### config.mk
export PLATFORM = sky130hd
export DESIGN_NAME = dtr_load_unit
export DESIGN_NICKNAME = d
export VERILOG_FILES = /design/src/rtl/dtr_pkg.sv /design/src/rtl/dtr_fault_check.sv /design/src/rtl/dtr_gather.sv /design/src/rtl/dtr_table_regs.sv /design/src/rtl/dtr_load_unit.sv
export SDC_FILE = /design/constraint.sdc
export NUM_CORES = 1
export LEC_CHECK = 0
export BUFFER_PORTS_ARGS = -buffer_cell sky130_fd_sc_hd__buf_2
export CAP_MARGIN = 0
export CELL_PAD_IN_SITES_DETAIL_PLACEMENT = 0
export CELL_PAD_IN_SITES_GLOBAL_PLACEMENT = 1
export CORE_ASPECT_RATIO = 1.1
export CORE_UTILIZATION = 42
export CTS_BUF_LIST = sky130_fd_sc_hd__clkbuf_8
export DETAILED_ROUTE_END_ITERATION = 7
export MAX_ROUTING_LAYER = met4
export PLACE_DENSITY_LB_ADDON = 0.1
export SKIP_CTS_REPAIR_TIMING = 1
export SYNTH_ARGS = -nofsm -noshare
export SYNTH_HDL_FRONTEND = slang
export SYNTH_SLANG_ARGS = --single-unit
### constraint.sdc
create_clock -name clk -period 3.2 [get_ports clk]
set_input_delay 0 -clock clk [delete_from_list [all_inputs] [get_ports clk]]
set_output_delay 0 -clock clk [all_outputs]
set_load 0.1 [all_outputs]
### src/rtl/dtr_pkg.sv
package dtr_pkg;
   typedef enum logic [2:0] {
      MODE_REAL   = 3'd0,
      MODE_PROT   = 3'd1,
      MODE_COMPAT = 3'd2,
      MODE_LONG   = 3'd3,
      MODE_V86    = 3'd4
   } cpu_mode_e;

   localparam logic [7:0] VEC_UD = 8'd6;
   localparam logic [7:0] VEC_SS = 8'd12;
   localparam logic [7:0] VEC_GP = 8'd13;
   localparam logic [7:0] VEC_PF = 8'd14;

   localparam logic [2:0] SEL_GLOBAL = 3'd2;
   localparam logic [2:0] SEL_INTR   = 3'd3;

   typedef struct packed {
      logic        hit;
      logic [7:0]  vec;
      logic        err_vld;
      logic [15:0] err;
   } fault_t;
endpackage

### src/rtl/dtr_fault_check.sv
module dtr_fault_check
   import dtr_pkg::*;
#(
   parameter int ADDR_W  = 64,
   parameter int VA_BITS = 48
) (
   input  logic [2:0]        mode,
   input  logic [2:0]        reg_sel,
   input  logic [1:0]        cpl,
   input  logic              lock_pfx,
   input  logic              seg_is_ss,
   input  logic              seg_limit_err,
   input  logic              seg_null,
   input  logic              page_fault,
   input  logic [15:0]       pf_code,
   input  logic [ADDR_W-1:0] eff_addr,
   output fault_t            result
);
   localparam int TOP_BITS = ADDR_W - VA_BITS + 1;

   logic canonical;
   logic [TOP_BITS-1:0] upper;
   logic seg_mode, paged, bad_op;

   assign upper     = eff_addr[ADDR_W-1:VA_BITS-1];
   assign canonical = (&upper) | ~(|upper);
   assign seg_mode  = (mode == MODE_PROT) || (mode == MODE_COMPAT);
   assign paged     = (mode != MODE_REAL);
   assign bad_op    = lock_pfx || (mode > MODE_V86) ||
                      ((reg_sel != SEL_GLOBAL) && (reg_sel != SEL_INTR));

   always_comb begin
      result = '0;
      if (bad_op) begin
         result.hit = 1'b1;
         result.vec = VEC_UD;
      end else if (paged && (cpl != 2'd0)) begin
         result.hit     = 1'b1;
         result.vec     = VEC_GP;
         result.err_vld = 1'b1;
      end else if ((mode == MODE_LONG) && !canonical) begin
         result.hit     = 1'b1;
         result.vec     = seg_is_ss ? VEC_SS : VEC_GP;
         result.err_vld = 1'b1;
      end else if ((seg_mode || (mode == MODE_REAL)) && seg_limit_err) begin
         result.hit     = 1'b1;
         result.vec     = seg_is_ss ? VEC_SS : VEC_GP;
         result.err_vld = seg_mode;
      end else if (seg_mode && seg_null && !seg_is_ss) begin
         result.hit     = 1'b1;
         result.vec     = VEC_GP;
         result.err_vld = 1'b1;
      end else if (paged && page_fault) begin
         result.hit     = 1'b1;
         result.vec     = VEC_PF;
         result.err_vld = 1'b1;
         result.err     = pf_code;
      end
   end
endmodule

### src/rtl/dtr_gather.sv
module dtr_gather #(
   parameter  int BEAT_W    = 16,
   parameter  int ADDR_W    = 64,
   parameter  int MAX_BEATS = 5,
   localparam int CNT_W     = $clog2(MAX_BEATS + 1),
   localparam int BPB       = BEAT_W / 8
) (
   input  logic                          clk,
   input  logic                          rst_n,
   input  logic                          go,
   input  logic [CNT_W-1:0]              need,
   input  logic [ADDR_W-1:0]             base_addr,
   input  logic                          rd_valid,
   input  logic [BEAT_W-1:0]             rd_data,
   output logic                          rd_ready,
   output logic [ADDR_W-1:0]             rd_addr,
   output logic                          last_acc,
   output logic [MAX_BEATS*BEAT_W-1:0]   words
);
   logic              active_q;
   logic [CNT_W-1:0]  cnt_q, need_q;
   logic [ADDR_W-1:0] addr_q;
   logic              acc;

   assign rd_ready = active_q;
   assign acc      = active_q && rd_valid;
   assign last_acc = acc && (cnt_q == need_q - 1'b1);
   assign rd_addr  = addr_q + (ADDR_W'(cnt_q) * ADDR_W'(BPB));

   always_ff @(posedge clk) begin
      if (!rst_n) begin
         active_q <= 1'b0;
         cnt_q    <= '0;
         need_q   <= '0;
         addr_q   <= '0;
      end else if (go) begin
         active_q <= 1'b1;
         cnt_q    <= '0;
         need_q   <= need;
         addr_q   <= base_addr;
      end else if (acc) begin
         cnt_q <= cnt_q + 1'b1;
         if (last_acc) active_q <= 1'b0;
      end
   end

   for (genvar g = 0; g < MAX_BEATS; g++) begin : g_slot
      always_ff @(posedge clk) begin
         if (!rst_n) words[g*BEAT_W +: BEAT_W] <= '0;
         else if (acc && (cnt_q == CNT_W'(g))) words[g*BEAT_W +: BEAT_W] <= rd_data;
      end
   end


   beat_bound_chk: assert property (@(posedge clk) disable iff (!rst_n)
      active_q |-> (cnt_q < need_q));
endmodule

### src/rtl/dtr_table_regs.sv
module dtr_table_regs #(
   parameter  int ADDR_W     = 64,
   parameter  int NUM_TABLES = 2,
   localparam int SEL_W      = (NUM_TABLES > 1) ? $clog2(NUM_TABLES) : 1
) (
   input  logic                                clk,
   input  logic                                rst_n,
   input  logic                                wr_en,
   input  logic [SEL_W-1:0]                    wr_sel,
   input  logic [15:0]                         wr_limit,
   input  logic [ADDR_W-1:0]                   wr_base,
   output logic [NUM_TABLES-1:0][15:0]         limit_q,
   output logic [NUM_TABLES-1:0][ADDR_W-1:0]   base_q
);
   for (genvar t = 0; t < NUM_TABLES; t++) begin : g_tab
      always_ff @(posedge clk) begin
         if (!rst_n) begin
            limit_q[t] <= '0;
            base_q[t]  <= '0;
         end else if (wr_en && (wr_sel == SEL_W'(t))) begin
            limit_q[t] <= wr_limit;
            base_q[t]  <= wr_base;
         end
      end


      hold_chk: assert property (@(posedge clk) disable iff (!rst_n)
         !(wr_en && (wr_sel == SEL_W'(t))) |=> ($stable(limit_q[t]) && $stable(base_q[t])));
   end
endmodule

### src/rtl/dtr_load_unit.sv
module dtr_load_unit
   import dtr_pkg::*;
#(
   parameter int BEAT_W  = 16,
   parameter int ADDR_W  = 64,
   parameter int VA_BITS = 48
) (
   input  logic              clk,
   input  logic              rst_n,
   input  logic              start,
   input  logic [2:0]        modrm_reg,
   input  logic [2:0]        cpu_mode,
   input  logic              op32,
   input  logic [1:0]        cpl,
   input  logic              lock_pfx,
   input  logic              seg_is_ss,
   input  logic              seg_limit_err,
   input  logic              seg_null,
   input  logic              page_fault,
   input  logic [15:0]       pf_code,
   input  logic [63:0]       eff_addr,
   input  logic              rd_valid,
   input  logic [15:0]       rd_data,
   output logic              rd_ready,
   output logic [63:0]       rd_addr,
   output logic              busy,
   output logic              done,
   output logic              fault,
   output logic [7:0]        fault_vec,
   output logic              fault_err_vld,
   output logic [15:0]       fault_err,
   output logic [15:0]       gdt_limit,
   output logic [63:0]       gdt_base,
   output logic [15:0]       idt_limit,
   output logic [63:0]       idt_base
);
   localparam int BPB         = BEAT_W / 8;
   localparam int SHORT_BYTES = 6;
   localparam int LONG_BYTES  = 2 + ADDR_W / 8;
   localparam int SHORT_BEATS = (SHORT_BYTES + BPB - 1) / BPB;
   localparam int LONG_BEATS  = (LONG_BYTES + BPB - 1) / BPB;
   localparam int CNT_W       = $clog2(LONG_BEATS + 1);
   localparam int BUF_W       = LONG_BEATS * BEAT_W;

   if ((BEAT_W != 16) || (ADDR_W != 64)) begin : g_port_chk
      $error("dtr_load_unit: ports are fixed at 16-bit beats and 64-bit addresses");
   end
   if ((VA_BITS < 32) || (VA_BITS >= ADDR_W)) begin : g_va_chk
      $error("dtr_load_unit: VA_BITS must lie in [32, ADDR_W)");
   end

   fault_t            chk;
   logic              accept, go, commit_q, last_acc;
   logic              sel_q, long_q, op32_q;
   logic              done_q, fault_q, errv_q;
   logic [7:0]        vec_q;
   logic [15:0]       err_q;
   logic [BUF_W-1:0]  words;
   logic [CNT_W-1:0]  need;
   logic [15:0]       new_limit;
   logic [ADDR_W-1:0] new_base;
   logic [1:0][15:0]        limits;
   logic [1:0][ADDR_W-1:0]  bases;

   dtr_fault_check #(.ADDR_W(ADDR_W), .VA_BITS(VA_BITS)) i_check (
      .mode(cpu_mode), .reg_sel(modrm_reg), .cpl(cpl), .lock_pfx(lock_pfx),
      .seg_is_ss(seg_is_ss), .seg_limit_err(seg_limit_err), .seg_null(seg_null),
      .page_fault(page_fault), .pf_code(pf_code), .eff_addr(eff_addr), .result(chk)
   );

   assign accept = start && !busy;
   assign go     = accept && !chk.hit;
   assign need   = (cpu_mode == MODE_LONG) ? CNT_W'(LONG_BEATS) : CNT_W'(SHORT_BEATS);

   dtr_gather #(.BEAT_W(BEAT_W), .ADDR_W(ADDR_W), .MAX_BEATS(LONG_BEATS)) i_gather (
      .clk(clk), .rst_n(rst_n), .go(go), .need(need), .base_addr(eff_addr),
      .rd_valid(rd_valid), .rd_data(rd_data), .rd_ready(rd_ready), .rd_addr(rd_addr),
      .last_acc(last_acc), .words(words)
   );

   assign new_limit = words[15:0];
   always_comb begin
      if (long_q)     new_base = words[16 +: ADDR_W];
      else if (op32_q) new_base = {{(ADDR_W-32){1'b0}}, words[47:16]};
      else            new_base = {{(ADDR_W-24){1'b0}}, words[39:16]};
   end

   always_ff @(posedge clk) begin
      if (!rst_n) begin
         commit_q <= 1'b0;
         sel_q    <= 1'b0;
         long_q   <= 1'b0;
         op32_q   <= 1'b0;
         done_q   <= 1'b0;
         fault_q  <= 1'b0;
         vec_q    <= '0;
         errv_q   <= 1'b0;
         err_q    <= '0;
      end else begin
         commit_q <= last_acc;
         done_q   <= commit_q || (accept && chk.hit);
         fault_q  <= accept && chk.hit;
         if (accept && chk.hit) begin
            vec_q  <= chk.vec;
            errv_q <= chk.err_vld;
            err_q  <= chk.err;
         end
         if (go) begin
            sel_q  <= (modrm_reg == SEL_INTR);
            long_q <= (cpu_mode == MODE_LONG);
            op32_q <= op32;
         end
      end
   end

   dtr_table_regs #(.ADDR_W(ADDR_W), .NUM_TABLES(2)) i_regs (
      .clk(clk), .rst_n(rst_n), .wr_en(commit_q), .wr_sel(sel_q),
      .wr_limit(new_limit), .wr_base(new_base), .limit_q(limits), .base_q(bases)
   );

   assign busy          = rd_ready || commit_q;
   assign done          = done_q;
   assign fault         = fault_q;
   assign fault_vec     = vec_q;
   assign fault_err_vld = errv_q;
   assign fault_err     = err_q;
   assign gdt_limit     = limits[0];
   assign gdt_base      = bases[0];
   assign idt_limit     = limits[1];
   assign idt_base      = bases[1];


   fault_done_chk: assert property (@(posedge clk) disable iff (!rst_n)
      fault_q |-> done_q);

   fault_noread_chk: assert property (@(posedge clk) disable iff (!rst_n)
      fault_q |-> !rd_ready);

   lock_ud_chk: assert property (@(posedge clk) disable iff (!rst_n)
      (accept && lock_pfx) |=> (fault_q && (fault_vec == VEC_UD) && !fault_err_vld));

   commit_done_chk: assert property (@(posedge clk) disable iff (!rst_n)
      (done_q && !fault_q) |-> $past(last_acc, 2));
endmodule

## Word-level counts from Yosys, hierarchy flattened

Index checks and enable logic that the tools add are counted.

- Input bits: 114
- Register bits after elaboration: 342
- Output and inout port bits: 253

- Reductions and logical operators: 39
- Equal/unequal tests: 11
- $lt $le $gt $ge: 1
- Multiplexer cells: 18
- Add/sub/neg operators: 3
- Bitwise gates (word level): 4

Operator list:

| operator | number |
|---|---|
| $add 64x4->64 | 1 |
| $mux 16 | 4 |
| $mux 64 | 1 |
| $mux 10 | 4 |
| $mux 32 | 1 |
| $mux 26 | 1 |
| $logic_and 1x1->1 | 19 |
| $mux 17 | 1 |
| $reduce_and 17->1 | 1 |
| $reduce_or 17->1 | 1 |
| $eq 3x2->1 const B | 5 |
| $mux 9 | 1 |
| $eq 3x1->1 const B | 2 |
| $logic_not 3->1 | 2 |
| $logic_or 1x1->1 | 6 |
| $ne 3x2->1 const B | 2 |
| $reduce_bool 2->1 | 3 |
| $logic_not 1->1 | 4 |
| $mux 1 | 4 |
| $add 3x1->3 const B | 1 |
| $eq 3x3->1 | 1 |
| $eq 3x3->1 const B | 1 |
| $gt 3x3->1 const B | 1 |
| $mux 3 | 1 |
| 6 further kinds | 8 |

## Depth between registers and ports, before layout

- Depth in word-level cells: 13
- Depth in mapped cells: 9
- Depth with buffers taken out: 8

## Cells and area by module

Synthesis repeated with hierarchy kept, for this count alone.

- Cell total of the unflattened synthesis: 1,670
- Area total of the unflattened synthesis: 15,180.8 um^2

By module, submodules not included:

| module | cells an instance | area an instance (um^2) | instances | seq. area each (um^2) |
|---|---|---|---|---|
| dtr_gather | 817 | 7,128.1 | 1 | 3,022.9 |
| dtr_table_regs | 607 | 6,063.3 | 1 | 3,203.1 |
| dtr_load_unit | 179 | 1,541.5 | 1 | 620.6 |
| dtr_fault_check | 67 | 447.9 | 1 | 0.0 |

## Worst setup path after synthesis

No wires, ideal clock.

- Kind: flip-flop to output port
- Start: register i_gather.addr_q[17]
- End: output port rd_addr[56]
- Arrival: 3.511 ns
- Stages on the path, launching flop included: 8
- Slack: -0.311 ns
- Required time: 3.200 ns
- Cells stage by stage: dfxtp_1 > nand4_2 > or4_4 > buf_6 > nor4_4 > and2_1 > nand4_1 > xnor2_1

- Longest elaborated chain between the ends: 1

Ends and longest elaborated chain:

| item | RTL line | source |
|---|---|---|
| start, declared | dtr_gather.sv:22 | `logic [ADDR_W-1:0] addr_q;` |
| start signal, assigned | dtr_gather.sv:40 | `addr_q <= base_addr;` |
| $add 64x4->64 | dtr_gather.sv:28 | `assign rd_addr = addr_q + (ADDR_W'(cnt_q) * ADDR_W'(BPB));` |
| end, declared | dtr_load_unit.sv:25 | `output logic [63:0] rd_addr,` |

Every way passes these cells.

## Worst setup path after layout

- Start: register i_gather.cnt_q[0]
- End: output port rd_addr[63]

- Longest elaborated chain between the ends: 1

Ends and longest elaborated chain:

| item | RTL line | source |
|---|---|---|
| start, declared | dtr_gather.sv:21 | `logic [CNT_W-1:0] cnt_q, need_q;` |
| start signal, assigned | dtr_gather.sv:42 | `cnt_q <= cnt_q + 1'b1;` |
| $add 64x4->64 | dtr_gather.sv:28 |  |

Every way passes these cells.

==> results.json <==
{
  "maxCapViolCount": 0,
  "met3_usage_pct": 6.60,
  "final_cell_area_sq_um": 18000,
  "start_util_pct": 43.1,
  "start_kind": "register",
  "route.detailed.drc": 0,
  "grt_antenna_before_repair": 0,
  "die_y_microns": 188,
  "worstPathMaxFanout": 5,
  "max_freq_ghz": 0.317,
  "coreArea_sq_um": 30800,
  "async_flop_share_pct": 0,
  "critical-path-top-delay-family": "simple AND/OR/NAND/NOR gates",
  "ant_nets": 0,
  "worstSkewPairLatency_ps": 610,
  "h-tree-depth": 2,
  "ys.flop_type": "dfxtp_1",
  "gp_congestion": 0.839,
  "clock-sinks": 337,
  "grtUsageMet2_pct": 40.7,
  "die_w_microns": 171,
  "grt_pass1_wl_mm": 63.2,
  "antenna_cells": 0,
  "crit_required_ps": 3200,
  "grt_max_degree": 115,
  "tns_ps": 0,
  "power.leakage_nw": 7.34,
  "status": "finished with violations",
  "final_cell_mix": "nand2_1, buf_2, dfxtp_1",
  "cts_root_buffer": "clkbuf_8",
  "grt_util_met1_pct": 31.6,
  "yosysUniqueCellTypes": 53,
  "die_area_sq_um": 32300,
  "vias": 12927,
  "syn2layout_area_growth_pct": 35.9,
  "netlist_instances": 1690,
  "cts_tree": "done",
  "final_common_cell": "nand2_1",
  "portBuffers": 362,
  "drt_wl_total_mm": 42.6,
  "crit_slowest_cell": "nor4_4",
  "skew_ps": 25.4,
  "worstPathArrival_ps": 3150,
  "synth.avg_cell_area_sq_um": 7.85,
  "path_clk_slew_ps": 60,
  "yosys_register_bits": 337,
  "grt_use_total_pct": 25.6,
  "power_mw": 8.28,
  "syn_area_sq_um": 13300,
  "failed_checks": "negative hold slack",
  "path_buf_inv": 2,
  "grt_pass1_vias": 11663,
  "crit_chain": "ha_2 > fa_2 > a21o_1 > and4_4 > nor3b_2 > buf_4 > nand4_1 > nor4_4 > xor2_2 > buf_12",
  "yosysWarnings": 0,
  "post_drt_wl_per_cell_microns": 16.5,
  "setup_viol": 0,
  "tightestPinTransition_ps": 1010,
  "drive_above_1_share_pct": 24.5,
  "boundaryPins": 367,
  "fin_crit_sh_pct": 98.5,
  "synth_edf_count": 0,
  "cts_buffers": 55,
  "drt_first_pass_iters": 6,
  "drv_slew": 0,
  "max_slew_margin_pct": 32.8,
  "grt-ovfl-total": 0,
  "synth.top_cell.area_share_pct": 50.9,
  "nNetsFinal": 2250,
  "rrSetupSlack_ps": 650,
  "yosys-top-cells-area": "dfxtp_1, nand2_1, a21oi_1",
  "min_period_ps": 3150,
  "critical_path_class": "register to primary output",
  "drtIter0Drc": 763,
  "viasPerCell": 5.01,
  "vdd_ir_drop_max_mv": 0.351,
  "dp_hpwl_mm": 27.6,
  "critPathCaptureType": "primary output",
  "top_usage_layer": "met2",
  "cts.path.max_buffers": 3,
  "hold_path.class": "primary input to register",
  "max_stage_delay_ps": 400,
  "seq_area_frac_synth_pct": 50.9,
  "post_dp_cell_area_sq_um": 15700,
  "powerDensity_nw_per_um2": 460,
  "rows": 67,
  "dp_slack_ps": 392,
  "fin_ws_ps": 47.7,
  "holdWs_ps": -0.884,
  "finalHoldViolations": 1,
  "synth_top_area_cell": "dfxtp_1"
}
==> state kept, by name, indices dropped and copies added, names as in the netlist, 2 cells and up <==
register	flops
i_regs.limit_q	32
i_gather.need_q	2
i_gather.addr_q	64
fault_vec	4
i_gather.words	80
i_regs.base_q	128
i_gather.cnt_q	3
fault_err	16
==> worst min-delay path: cells and delay by family <==
kind            cells  cell delay [ps]
compound gates      1              180
simple gates        2              280
buf+inv             1              110
==> layer usage <==
layer	wire length (microns)	up-vias
met5	0	-
met4	1010	0
met3	2700	72
met2	20600	383
met1	18300	6006
li1	-	6466
==> stage by stage <==
stage | utilization (%) | std cells
3_3_place_gp | 50.9 | 2367
3_5_place_dp | 50.9 | 2367
2_1_floorplan | - | 1693
4_1_cts | 54.4 | 2463
5_1_grt | 58.6 | 2579
6_report | 58.6 | 2579
==> layout make-up <==
| type | instances | area, sq um |
|---|---|---|
| multi-input cells | 1219 | 6270 |
| inverters | 17 | 71.3 |
| clock inverters | 27 | 118 |
| flip-flops and latches | 337 | 6760 |
| clock buffers | 69 | 950 |
| well taps | 414 | 518 |
| repair buffers | 496 | 3320 |
| fillers | 2932 | 12700 |
==> cell usage after synthesis, drive strengths merged (2+ instances only) <==
cell     number
inv          17
o211ai        2
o21ai         4
and4          6
nand4b        2
dfxtp       337
and3          9
nand4        17
a22o         16
nand3       101
a21oi       314
nand2b        5
o21a          3
or4           2
o211a         2
or3           2
nand2       569
nor2b         4
xor2         25
nor4         13
clkbuf      103
and2          8
buf          17
o2bb2ai       2
or2           2
ha            9
a21o          3
nor3         13
xnor2        41
nor2         30
==> where the power goes <==
group	internal (mW)	switching, mW	leakage, nW
clock network	1.93	1.71	0.625
logic	0.173	0.266	4.00
registers	4.20	0.00679	2.72
==> logic make-up after synthesis <==
| family | after synthesis | synth area share [%] |
|---|---|---|
| xor gates and xnor gates | 66 | 4.36 |
| AOI/OAI and AO/OA | 352 | 14.2 |
| buffers and inverters | 137 | 4.11 |
| other | 1 | 0.0283 |
| DFF | 337 | 50.9 |
| adders and majority gates | 10 | 1.00 |
| and+or+nand+nor | 787 | 25.4 |
==> worst paths after layout <==
| path | from | to | depth (start not counted) |
|---|---|---|---|
| worst max-delay path | i_gather.cnt_q[0] | rd_addr[63] | 10 |
| worst min-delay path | modrm_reg[1] | fault_vec[1] | 4 |
| worst max register to register | i_gather.rd_ready | sel_q | 7 |
| worst min register to register | i_regs.base_q[23] | i_regs.base_q[23] | 2 |
(Power assumes the default switching activity.)
